--- config.mk ---
export PLATFORM = sky130hd
export DESIGN_NAME = tws_port
export DESIGN_NICKNAME = d
export VERILOG_FILES = /design/src/rtl/tws_pkg.sv /design/src/rtl/tws_bit_counter.sv /design/src/rtl/tws_shifter.sv /design/src/rtl/tws_fsm.sv /design/src/rtl/tws_port.sv
export SDC_FILE = /design/constraint.sdc
export NUM_CORES = 1
export LEC_CHECK = 0
export BUFFER_PORTS_ARGS = -buffer_cell sky130_fd_sc_hd__buf_2
export CORE_AREA = 2 2 73 75
export CTS_BUF_LIST = sky130_fd_sc_hd__clkbuf_16
export CTS_CLUSTER_SIZE = 8
export DETAILED_ROUTE_END_ITERATION = 12
export DIE_AREA = 0 0 75 77
export GPL_TIMING_DRIVEN = 1
export PLACE_DENSITY = 0.66
export SYNTH_ARGS = -nofsm -noshare
export SYNTH_HDL_FRONTEND = slang
export SYNTH_SLANG_ARGS = --single-unit
--- constraint.sdc ---
create_clock -name sclk -period 2.1 [get_ports sclk]
set_input_delay 0.42 -clock sclk [delete_from_list [all_inputs] [get_ports sclk]]
set_output_delay 0.42 -clock sclk [all_outputs]
set_load 0.01 [all_outputs]
--- src/rtl/tws_pkg.sv ---
package tws_pkg;

    localparam int TWS_DATA_W  = 16;
    localparam int TWS_ADDR_W  = 4;
    localparam int TWS_CHIP_W  = 4;
    localparam logic [TWS_CHIP_W-1:0] TWS_CHIP_ID = 4'b0110;

    typedef enum logic [2:0] {
        ST_IDLE,
        ST_CTRL,
        ST_TURN,
        ST_READ,
        ST_WRITE,
        ST_TAIL
    } tws_state_e;

endpackage

--- src/rtl/tws_bit_counter.sv ---
module tws_bit_counter #(
    parameter int CNT_W = 4
) (
    input  logic             clk,
    input  logic             rst_n,
    input  logic             clr,
    input  logic             inc,
    output logic [CNT_W-1:0] cnt
);

    always_ff @(posedge clk or negedge rst_n) begin
        if (!rst_n) begin
            cnt <= '0;
        end else if (clr) begin
            cnt <= '0;
        end else if (inc) begin
            cnt <= cnt + CNT_W'(1);
        end
    end

endmodule

--- src/rtl/tws_shifter.sv ---
module tws_shifter #(
    parameter int SH_W = 15
) (
    input  logic            clk,
    input  logic            rst_n,
    input  logic            shift_en,
    input  logic            bit_in,
    output logic [SH_W-1:0] sh
);

    always_ff @(posedge clk or negedge rst_n) begin
        if (!rst_n) begin
            sh <= '0;
        end else if (shift_en) begin
            sh <= {sh[SH_W-2:0], bit_in};
        end
    end

endmodule

--- src/rtl/tws_fsm.sv ---
module tws_fsm
    import tws_pkg::*;
#(
    parameter int CHIP_W = 4,
    parameter int CTRL_W = 9,
    parameter int DATA_W = 16,
    parameter int CNT_W  = 4,
    parameter logic [CHIP_W-1:0] CHIP_ID = 4'b0110
) (
    input  logic              clk,
    input  logic              rst_n,
    input  logic              frame_n,
    input  logic [CHIP_W:0]   hdr,        // identifier with direction bit inside
    input  logic [CNT_W-1:0]  cnt,
    output logic              cnt_clr,
    output logic              cnt_inc,
    output logic              load_addr,
    output logic              commit,
    output logic              drive
);

    localparam logic [CNT_W-1:0] LAST_CTRL = CNT_W'(CTRL_W - 2);
    localparam logic [CNT_W-1:0] LAST_DATA = CNT_W'(DATA_W - 1);

    tws_state_e state, nxt;

    // The direction bit sits just below the top CHIP_W-1 identifier bits
    logic              is_read;
    logic [CHIP_W-1:0] chip_seen;
    logic              chip_hit;

    assign is_read   = hdr[1];
    assign chip_seen = {hdr[CHIP_W:2], hdr[0]};
    assign chip_hit  = (chip_seen == CHIP_ID);

    always_ff @(posedge clk or negedge rst_n) begin
        if (!rst_n) begin
            state <= ST_IDLE;
        end else begin
            state <= nxt;
        end
    end

    always_comb begin
        nxt       = state;
        cnt_clr   = 1'b0;
        cnt_inc   = 1'b0;
        load_addr = 1'b0;
        commit    = 1'b0;
        unique case (state)
            ST_IDLE: begin
                if (!frame_n) begin
                    nxt     = ST_CTRL;
                    cnt_clr = 1'b1;
                end
            end
            ST_CTRL: begin
                if (frame_n) begin
                    nxt = ST_IDLE;
                end else if (cnt == LAST_CTRL) begin
                    cnt_clr   = 1'b1;
                    load_addr = 1'b1;
                    if (!chip_hit) begin
                        nxt = ST_TAIL;
                    end else if (is_read) begin
                        nxt = ST_TURN;
                    end else begin
                        nxt = ST_WRITE;
                    end
                end else begin
                    cnt_inc = 1'b1;
                end
            end
            ST_TURN: begin
                if (frame_n) begin
                    nxt = ST_IDLE;
                end else begin
                    nxt     = ST_READ;
                    cnt_clr = 1'b1;
                end
            end
            ST_READ: begin
                if (frame_n) begin
                    nxt = ST_IDLE;
                end else if (cnt == LAST_DATA) begin
                    nxt = ST_TAIL;
                end else begin
                    cnt_inc = 1'b1;
                end
            end
            ST_WRITE: begin
                if (frame_n) begin
                    nxt = ST_IDLE;
                end else if (cnt == LAST_DATA) begin
                    commit = 1'b1;
                    nxt    = ST_TAIL;
                end else begin
                    cnt_inc = 1'b1;
                end
            end
            ST_TAIL: begin
                if (frame_n) begin
                    nxt = ST_IDLE;
                end
            end
            default: nxt = ST_IDLE;
        endcase
    end

    assign drive = (state == ST_READ);

endmodule

--- src/rtl/tws_port.sv ---
module tws_port
    import tws_pkg::*;
#(
    parameter int DATA_W = TWS_DATA_W,
    parameter int ADDR_W = TWS_ADDR_W,
    parameter int CHIP_W = TWS_CHIP_W,
    parameter logic [CHIP_W-1:0] CHIP_ID = TWS_CHIP_ID
) (
    input  logic              sclk,
    input  logic              rst_n,
    input  logic              frame_n,
    input  logic              sdio_in,
    output logic              sdio_out,
    output logic              sdio_oe,
    output logic [ADDR_W-1:0] reg_rd_addr,
    input  logic [DATA_W-1:0] reg_rd_data,
    output logic              reg_wr_en,
    output logic [ADDR_W-1:0] reg_wr_addr,
    output logic [DATA_W-1:0] reg_wr_data
);

    localparam int CTRL_W = CHIP_W + 1 + ADDR_W;
    localparam int SH_W   = DATA_W - 1;
    localparam int CNT_W  = $clog2(DATA_W);
    localparam logic [CNT_W-1:0] TOP_BIT = CNT_W'(DATA_W - 1);

    logic [SH_W-1:0]   sh;
    logic [CNT_W-1:0]  cnt;
    logic              cnt_clr, cnt_inc, load_addr, commit, drive;
    logic [CTRL_W-1:0] ctrl_word;
    logic [DATA_W-1:0] data_word;
    logic [ADDR_W-1:0] addr_q;
    logic [CNT_W-1:0]  bit_sel;

    // The bit arriving on this edge completes both words
    assign ctrl_word = {sh[CTRL_W-2:0], sdio_in};
    assign data_word = {sh, sdio_in};

    tws_shifter #(.SH_W(SH_W)) u_shift (
        .clk      (sclk),
        .rst_n    (rst_n),
        .shift_en (!frame_n),
        .bit_in   (sdio_in),
        .sh       (sh)
    );

    tws_bit_counter #(.CNT_W(CNT_W)) u_cnt (
        .clk   (sclk),
        .rst_n (rst_n),
        .clr   (cnt_clr),
        .inc   (cnt_inc),
        .cnt   (cnt)
    );

    tws_fsm #(
        .CHIP_W  (CHIP_W),
        .CTRL_W  (CTRL_W),
        .DATA_W  (DATA_W),
        .CNT_W   (CNT_W),
        .CHIP_ID (CHIP_ID)
    ) u_fsm (
        .clk       (sclk),
        .rst_n     (rst_n),
        .frame_n   (frame_n),
        .hdr       (ctrl_word[CTRL_W-1:ADDR_W]),
        .cnt       (cnt),
        .cnt_clr   (cnt_clr),
        .cnt_inc   (cnt_inc),
        .load_addr (load_addr),
        .commit    (commit),
        .drive     (drive)
    );

    always_ff @(posedge sclk or negedge rst_n) begin
        if (!rst_n) begin
            addr_q <= '0;
        end else if (load_addr) begin
            addr_q <= ctrl_word[ADDR_W-1:0];
        end
    end

    always_ff @(posedge sclk or negedge rst_n) begin
        if (!rst_n) begin
            reg_wr_en   <= 1'b0;
            reg_wr_addr <= '0;
            reg_wr_data <= '0;
        end else begin
            reg_wr_en <= commit;
            if (commit) begin
                reg_wr_addr <= addr_q;
                reg_wr_data <= data_word;
            end
        end
    end

    // Read bits leave the live mux, most significant first
    assign bit_sel     = TOP_BIT - cnt;
    assign reg_rd_addr = addr_q;
    assign sdio_oe     = drive;
    assign sdio_out    = drive & reg_rd_data[bit_sel];

endmodule

* Word level (Yosys, flattened, before mapping) *
Index checks and enable logic that the tools add are counted.
Widths: inputs -> output; s select.

cells by class
  add/subtract/negate cells = 2
  $lt $le $gt $ge = 1
  eq/ne operators = 12
  muxes and demuxes = 27
  bitwise operators = 1
  reduce and logical (&&, ||, !) cells = 5

operators by type and width
  kind                 number
  $mux 3               8
  $pmux 3 s5           1
  $mux 1               12
  $eq 4x3->1 const B   2
  $mux 4               2
  $eq 3x2->1 const B   2
  $eq 3x3->1 const B   2
  $lt 4x5->1 const B   1
  $add 4x1->4 const B  1
  $bmux 1 s4           1
  $eq 4x4->1 const B   1
  $ne 2x2->1 const B   2
  $pmux 1 s2           2
  $reduce_and 4->1     1
  $reduce_or 2->1      2
  $sub 4x4->4 const A  1
  $eq 3x1->1 const B   1
  $logic_not 3->1      1
  $ne 3x1->1 const B   1
  $ne 3x2->1 const B   1
  $mux 2               1
  $reduce_bool 2->1    1
  $and 1x1->1          1

word-level totals
  register bits after elaboration = 47
  word-level logic and storage cells = 55

* Depth between registers and ports, before layout *
Gate-level depths: netlist of run 1.

  depth in word-level cells = 6
  mapped depth = 6

* Cells and area by module *
From an unflattened synthesis of run 1, not the netlist that was laid out.

second synthesis, totals
  cell total of the unflattened synthesis = 157
  area total of the unflattened synthesis = 2192.1 µm²

modules (own cells, without submodules)
  module           times used  cells each  area an instance (µm²)  seq. area each (µm²)
  tws_port         1           69          1066.0                  625.6
  tws_shifter      1           32          613.1                   375.4
  tws_fsm          1           40          320.3                   75.1
  tws_bit_counter  1           16          192.7                   100.1

* Worst setup path after synthesis of run 1 *
OpenSTA, ideal clock, no wires.

  path type = flip-flop to output port
  from = register u_cnt.cnt[0]
  to = output port sdio_out
  arrival = 1396 ps
  required time = 1680 ps
  setup slack = 284 ps
  stages on the path, launching flop included = 6
  path buffers = 1
  path through = dfrtp_1 buf_6 mux4_1 mux2_2 nand3_2 o21ai_2

between the ends
  cells in the longest elaborated chain, start to end = 4

ends and longest elaborated chain
  element                       RTL line               text
  start: declaration            tws_bit_counter.sv:8   output logic [CNT_W-1:0] cnt
  start signal: assignment      tws_bit_counter.sv:17  cnt <= cnt + CNT_W'(1);
  $sub 4x4->4                   tws_port.sv:97         assign bit_sel = TOP_BIT - cnt;
  $bmux 1 s4                    tws_port.sv:100        assign sdio_out = drive & reg_rd_data[bit_sel];
  $mux 1 (implied by the code)  tws_port.sv:100
  $and 1x1->1                   tws_port.sv:100
  end: declaration              tws_port.sv:13         output logic sdio_out,

Every way passes these cells. The select of a mux whose other input is x is not followed.

* Worst setup path after layout of run 1 *
Same ends and word-level chain as after synthesis.

==> impl_metrics.py, run 1 <==
metrics = {
    "timing": {
        "slew_viol_final": 0,
        "hold_viol_final": 0,
        "grt_setup_unrepaired": "yes",
        "timing.final.crit_share": 1.03,
        "setup_tns_ps": -68.5,
        "timing.slew.headroom": 0.612,
        "setup_viol": 1,
        "max_freq_ghz": 0.461,
        "post-route-worst-setup-slack_ps": -68.5,
        "clock_skew_ps": 6.59,
        "tightest_slew_ps": 582,
        "fin_crit_ps": 2170,
    },
    "final_layout": {
        "final_nets": 233,
        "syn_to_final_growth_pct": 20.5,
        "nFillCells": 443,
        "num_antenna_cells": 0,
        "drive_gt1_frac": 0.512,
        "post-route-cell-area_um2": 2620,
    },
    "pwr": {
        "p_sw_frac": 0.249,
        "p_leak_uw": 0.00133,
        "pwr-share-comb": 0.113,
        "p_clk_frac": 0.366,
        "pwr-share-seq": 0.522,
        "irDropWorstVdd_mv": 0.655,
        "p_int_uw": 1630,
        "power_density_nw_per_um2": 827,
        "power.net_switching_uw": 540,
    },
    "clocking": {
        "cts_tree": "done",
        "holdBufCountCts": 0,
        "clkSinkCount": 47,
        "htreeDepth": 2,
        "clockBufferDepth": 2,
        "clkLatencyLatePin_ps": 290,
        "cts-root-buf": "clkbuf_16",
        "cts_setup_buffers": 0,
        "cts_buffers": 5,
        "cts.clk_slew.worst_paths_ps": 70,
    },
    "yosys": {
        "synth_xor_area_frac": 0.00403,
        "synthFlopType": "dfrtp_1",
        "synth_cell_type_count": 42,
        "ys_ff_latch": 47,
        "syn-num-nets": 186,
        "yosysSeqAreaShare": 0.541,
        "synth.area.mux_share": 0.251,
        "netlist_area_um2": 2180,
        "synth.avg_cell_area_um2": 13.2,
        "synth-simple-area-share": 0.0776,
        "syn_inst": 165,
        "synth_compound_area_frac": 0.0811,
        "synthAdderAreaFrac": 0.00575,
        "synth_top_family_by_area": "multiplexers",
        "yosys_warnings": 0,
        "synthArstFlopShare": 1.00,
        "synth-edff-count": 0,
    },
    "worst_setup_path": {
        "cp_cell_sequence": "mux4_2 > mux2_4 > nand3_2 > o21ai_2 > buf_2",
        "critPathCapture": "sdio_out",
        "cpPeakStageDelay_ps": 510,
        "cp-end-kind": "output port",
        "cpMaxStageDelayCell": "mux4_2",
        "reg2reg_depth": 4,
        "arrival_ps": 1750,
        "reg2reg_slack_ps": 190,
        "crit_cells": 5,
        "r2r-end": "reg_rd_addr[1]",
        "critPathKind": "reg2out",
        "critPathLaunch": "u_cnt.cnt[0]",
        "start_kind": "flop",
        "critPathMaxFanout": 3,
        "path_delay_family": "multiplexers",
        "timing.rr.start": "u_cnt.cnt[1]",
        "cp.required_ps": 1680,
        "critical_path_buf_inv_count": 1,
    },
    "grt": {
        "antenna_found_initial": 0,
        "grt_max_degree": 48,
        "grt_pass1_wl_mm": 6.69,
        "grt_overflow_total": 0,
        "grt_pass1_vias": 1419,
        "track_usage": 0.152,
    },
    "drt": {
        "initialDrtViolationCount": 73,
        "wire_per_inst_um": 14.2,
        "drc": 0,
        "first_pass_iters": 4,
        "vias": 1490,
        "post_drt_via_cell_ratio": 5.27,
        "totalWireLength_mm": 4.01,
        "ant_nets": 0,
    },
    "floorplanning": {
        "dieArea_um2": 5780,
        "fp.dieW_um": 75,
        "core.rowCount": 26,
        "start_util": 0.437,
        "pin_count": 47,
        "core_area_um2": 4980,
        "dieHeight_um": 77,
    },
    "run_status": {
        "status": "finished, violations left",
        "violations": "negative setup slack",
    },
    "min_path": {
        "hp-class": "in2async",
    },
    "placed_design": {
        "place_hpwl_mm": 2.76,
        "numPortBuffers": 46,
        "post_dp_cell_area_um2": 2480,
        "place.gp.congestion": 0.854,
    },
    "run": {
        "max_cap_violations": 0,
    },
}
layer usage:
metal	vias to the layer above	track usage	routed length [µm]
li1	698	-	-
met4	0	0.0607	68
met3	6	0.0460	267
met2	40	0.236	1850
met1	746	0.194	1820
met5	-	0	0
layout by cell type, fill, tap and decap left out, types with 2 or more instances in the layout:
| cell type | netlist | final |
|---|---|---|
| dfrtp_1 | 47 | 47 |
| buf_2 | 7 | 46 |
| mux2_2 | 40 | 39 |
| o21ai_0 | 8 | 8 |
| nor2_1 | 6 | 6 |
| nand3_1 | 5 | 5 |
| clkbuf_16 | 0 | 5 |
| buf_4 | 1 | 5 |
| inv_1 | 4 | 4 |
| nor2b_1 | 3 | 3 |
| mux4_2 | 1 | 3 |
| nand2_1 | 3 | 3 |
| a31oi_1 | 3 | 3 |
| a21oi_1 | 3 | 3 |
| mux2i_1 | 2 | 2 |
| nand4_1 | 2 | 2 |
stage by stage:
stage / setup slack [ps] / util / std cells / power (µW) / hold WS, ps
finish: -68.5 / 0.527 / 283 / 2170 / 207
global route: -123 / 0.527 / 283 / 2270 / 271
CTS: -82.3 / 0.526 / 283 / 2190 / 234
detailed placement: 120 / 0.498 / 275 / 1390 / 487
global placement: 151 / 0.498 / 275 / 1380 / 483
floorplan: 284 / - / 165 / 1300 / 124
cells by family after synthesis:
| kind of cell | count (synthesis) |
|---|---|
| adders and majority gates | 1 |
| AOI/OAI and AO/OA | 26 |
| and+or+nand+nor | 29 |
| muxes | 45 |
| xor gates and xnor gates | 1 |
| DFF | 47 |
| buffers and inverters | 16 |
power groups by stage:
stage,combinational [µW],clock (µW),sequential [µW]
floorplan,199,0,1100
global placement,237,0,1150
detailed placement,245,0,1150
CTS,247,813,1130
global route,271,845,1160
finish,244,793,1130
worst min path at each step:
stage,start,end,slack [ps],cells past startpoint
floorplan,rst_n,reg_rd_addr[0],120,0
finish,rst_n,reg_wr_data[3],210,2
CTS,rst_n,u_shift.sh[7],230,2
detailed placement,reg_wr_data[3],reg_wr_data[3],490,1
global route,rst_n,reg_wr_data[3],270,2
global placement,reg_wr_data[12],reg_wr_data[12],480,1
state kept, by name, indices dropped and copies added (netlist names):
name,flops
reg_wr_data,16
u_shift.sh,15
reg_rd_addr,4
reg_wr_addr,4
u_cnt.cnt,4
u_fsm.state,3
reg_wr_en,1
timing repair:
action	CTS	global route
resized for setup	2	1
gates cloned	0	0
endpoints found under the setup margin	1	1
cell usage after synthesis (3+ instances only):
master | n | share of area
a21oi_1 | 3 | 0.0069
a31oi_1 | 3 | 0.0086
buf_2 | 7 | 0.016
dfrtp_1 | 47 | 0.54
inv_1 | 4 | 0.0069
mux2_2 | 40 | 0.21
nand2_1 | 3 | 0.0052
nand3_1 | 5 | 0.011
nor2_1 | 6 | 0.010
nor2b_1 | 3 | 0.0086
o21ai_0 | 8 | 0.018
layout make-up:
type,instances,area [µm²],share of cell area
sequential,47,1180,0.448
multi-input combinational,102,908,0.346
timing repair buffer,52,288,0.110
clock buffer,5,125,0.0477
tap,70,87.6,0.0334
clock inverter,3,22.5,0.00859
inverter,4,15.0,0.00573
Power figures use the tool's default switching activity.
==> inputs of run 2 (changes only) <==
--- a/config.mk
+++ b/config.mk
@@ -12,7 +12,7 @@
 export DETAILED_ROUTE_END_ITERATION = 12
 export DIE_AREA = 0 0 75 77
 export GPL_TIMING_DRIVEN = 1
-export PLACE_DENSITY = 0.66
+export PLACE_DENSITY_LB_ADDON = 0.08
 export SYNTH_ARGS = -nofsm -noshare
 export SYNTH_HDL_FRONTEND = slang
 export SYNTH_SLANG_ARGS = --single-unit
==> run 2 against run 1 <==
- the run still ends with negative setup slack left
- worst hold slack lost 89 ps
- register-to-register slack about the same
- critical path depth stayed put
- sequential power is essentially flat
- global-route usage grew 1.3 points
- total power decreased by 1.4%
- clock skew shrank 1.1 ps
- fmax increased by 1.7%
- sequential share of layout area increased by 0.19 points
- final area barely moved
- routed wire length is 5.6% higher
- via count grew 1.1%
- critical path type unchanged
- largest power group unchanged
==> impl_metrics.py, run 2 (synthesized netlist as in run 1, its figures left out) <==
metrics = {
    "drt": {
        "vias": 1507,
        "post_drt_via_cell_ratio": 5.34,
        "totalWireLength_mm": 4.23,
        "drc": 0,
        "initialDrtViolationCount": 102,
        "first_pass_iters": 4,
        "wire_per_inst_um": 15.0,
        "ant_nets": 0,
    },
    "worst_setup_path": {
        "path_delay_family": "multiplexers",
        "cpMaxStageDelayCell": "mux4_2",
        "start_kind": "flop",
        "cpPeakStageDelay_ps": 500,
        "critPathKind": "reg2out",
        "cp-end-kind": "output port",
        "cp_cell_sequence": "mux4_2 > mux2_2 > nand3_2 > o21ai_2 > buf_2",
        "cp.required_ps": 1680,
        "critPathMaxFanout": 3,
        "arrival_ps": 1710,
        "critical_path_buf_inv_count": 1,
    },
    "floorplanning": {
        "dieArea_um2": 5780,
        "core.rowCount": 26,
        "fp.dieW_um": 75,
        "start_util": 0.437,
        "pin_count": 47,
        "dieHeight_um": 77,
        "core_area_um2": 4980,
    },
    "grt": {
        "grt_pass1_wl_mm": 7.31,
        "grt_overflow_total": 0,
        "track_usage": 0.165,
        "antenna_found_initial": 0,
        "grt_pass1_vias": 1561,
        "grt_max_degree": 48,
    },
    "run": {
        "max_cap_violations": 0,
    },
    "final_layout": {
        "layout_commonest_cell": "buf_2",
        "reg.largest.list": "reg_wr_data (16), u_shift.sh (15)",
        "final_nets": 232,
        "num_antenna_cells": 0,
        "post-route-cell-area_um2": 2620,
        "nFillCells": 439,
        "final_util": 0.526,
        "syn_to_final_growth_pct": 20.4,
        "mostFrequentLayoutCells": "buf_2 (46), dfrtp_1 (44), mux2_2 (40)",
        "regMostFlops": "reg_wr_data",
        "largest_reg_flops": 16,
        "drive_gt1_frac": 0.514,
    },
    "placed_design": {
        "post_dp_cell_area_um2": 2480,
        "dp_slack_ps": 137,
        "place.gp.congestion": 0.731,
        "numPortBuffers": 46,
        "place_hpwl_mm": 2.92,
    },
    "clocking": {
        "cts-root-buf": "clkbuf_16",
        "cts.clk_slew.worst_paths_ps": 60,
        "holdBufCountCts": 0,
        "cts_setup_buffers": 0,
        "cts_tree": "done",
        "htreeDepth": 2,
        "clkSinkCount": 47,
        "clockBufferDepth": 2,
        "cts_buffers": 5,
        "clkLatencyLatePin_ps": 280,
    },
    "timing": {
        "slew_viol_final": 0,
        "grt_setup_unrepaired": "yes",
        "hold_viol_final": 0,
        "fin_crit_ps": 2130,
        "timing.final.crit_share": 1.02,
        "post-route-worst-setup-slack_ps": -33.1,
        "setup_viol": 1,
        "max_freq_ghz": 0.469,
        "timing.slew.headroom": 0.702,
        "clock_skew_ps": 5.46,
        "tightest_slew_ps": 447,
        "setup_tns_ps": -33.1,
    },
    "run_status": {
        "violations": "negative setup slack",
        "status": "finished, violations left",
    },
    "pwr": {
        "irDropWorstVdd_mv": 0.523,
        "power_density_nw_per_um2": 816,
        "p_leak_uw": 0.00131,
    },
    "min_path": {
        "hp-class": "in2async",
    },
}
-- run 2: changes by cell type in the layout (fill, tap and decap cells not counted), sizes merged --
cell,change
buf,-1
inv,-1
clkinvlp,+1
-- run 2: per-stage QoR --
stage | total power, µW | instances | hold slack (ps)
final | 2140 | 282 | 119
after global routing | 2260 | 282 | 142
after CTS | 2170 | 282 | 124
after detailed placement | 1400 | 274 | 429
after global placement | 1380 | 274 | 412
after floorplan | 1300 | 165 | 124
-- run 2: repair_timing --
action / in CTS / in global routing
gates resized for setup: 2 / 3
endpoints found under the setup margin: 1 / 11
cloned: 0 / 0
-- run 2: final cells by class --
class,instances,area (µm²),area share
well taps,70,87.6,0.0334
clock buffers,5,125,0.0478
flip-flops and latches,47,1180,0.450
clock inverters,3,15.0,0.00573
inverters,4,15.0,0.00573
multi-input cells,102,905,0.345
repair buffers,51,293,0.112
-- run 2: power by group --
group          total, µW  internal, µW  switching, µW
Clock                755           433            323
Combinational        249           158           91.4
Sequential          1130          1030            107
Total               2140          1620            521
-- run 2: layer usage --
layer | vias to the layer above | GRT usage | routed length [µm]
li1 | 692 | - | -
met1 | 761 | 0.204 | 1810
met2 | 47 | 0.261 | 2130
met3 | 7 | 0.0565 | 231
met4 | 0 | 0.0643 | 59
met5 | - | 0 | 0
-- run 2: worst paths after layout --
check | startpoint | end | slack [ps] | cells after the start
min in group sclk | sdio_in | u_shift.sh[0] | 390 | 2
worst max register to register | u_cnt.cnt[0] | reg_wr_data[10] | 200 | 7
worst max-delay path | u_cnt.cnt[0] | sdio_out | -30 | 5
worst min register to register | reg_wr_data[1] | reg_wr_data[1] | 500 | 1
worst min-delay path | rst_n | reg_wr_data[8] | 120 | 2
max in group asynchronous | rst_n | u_fsm.state[2] | 1760 | 2
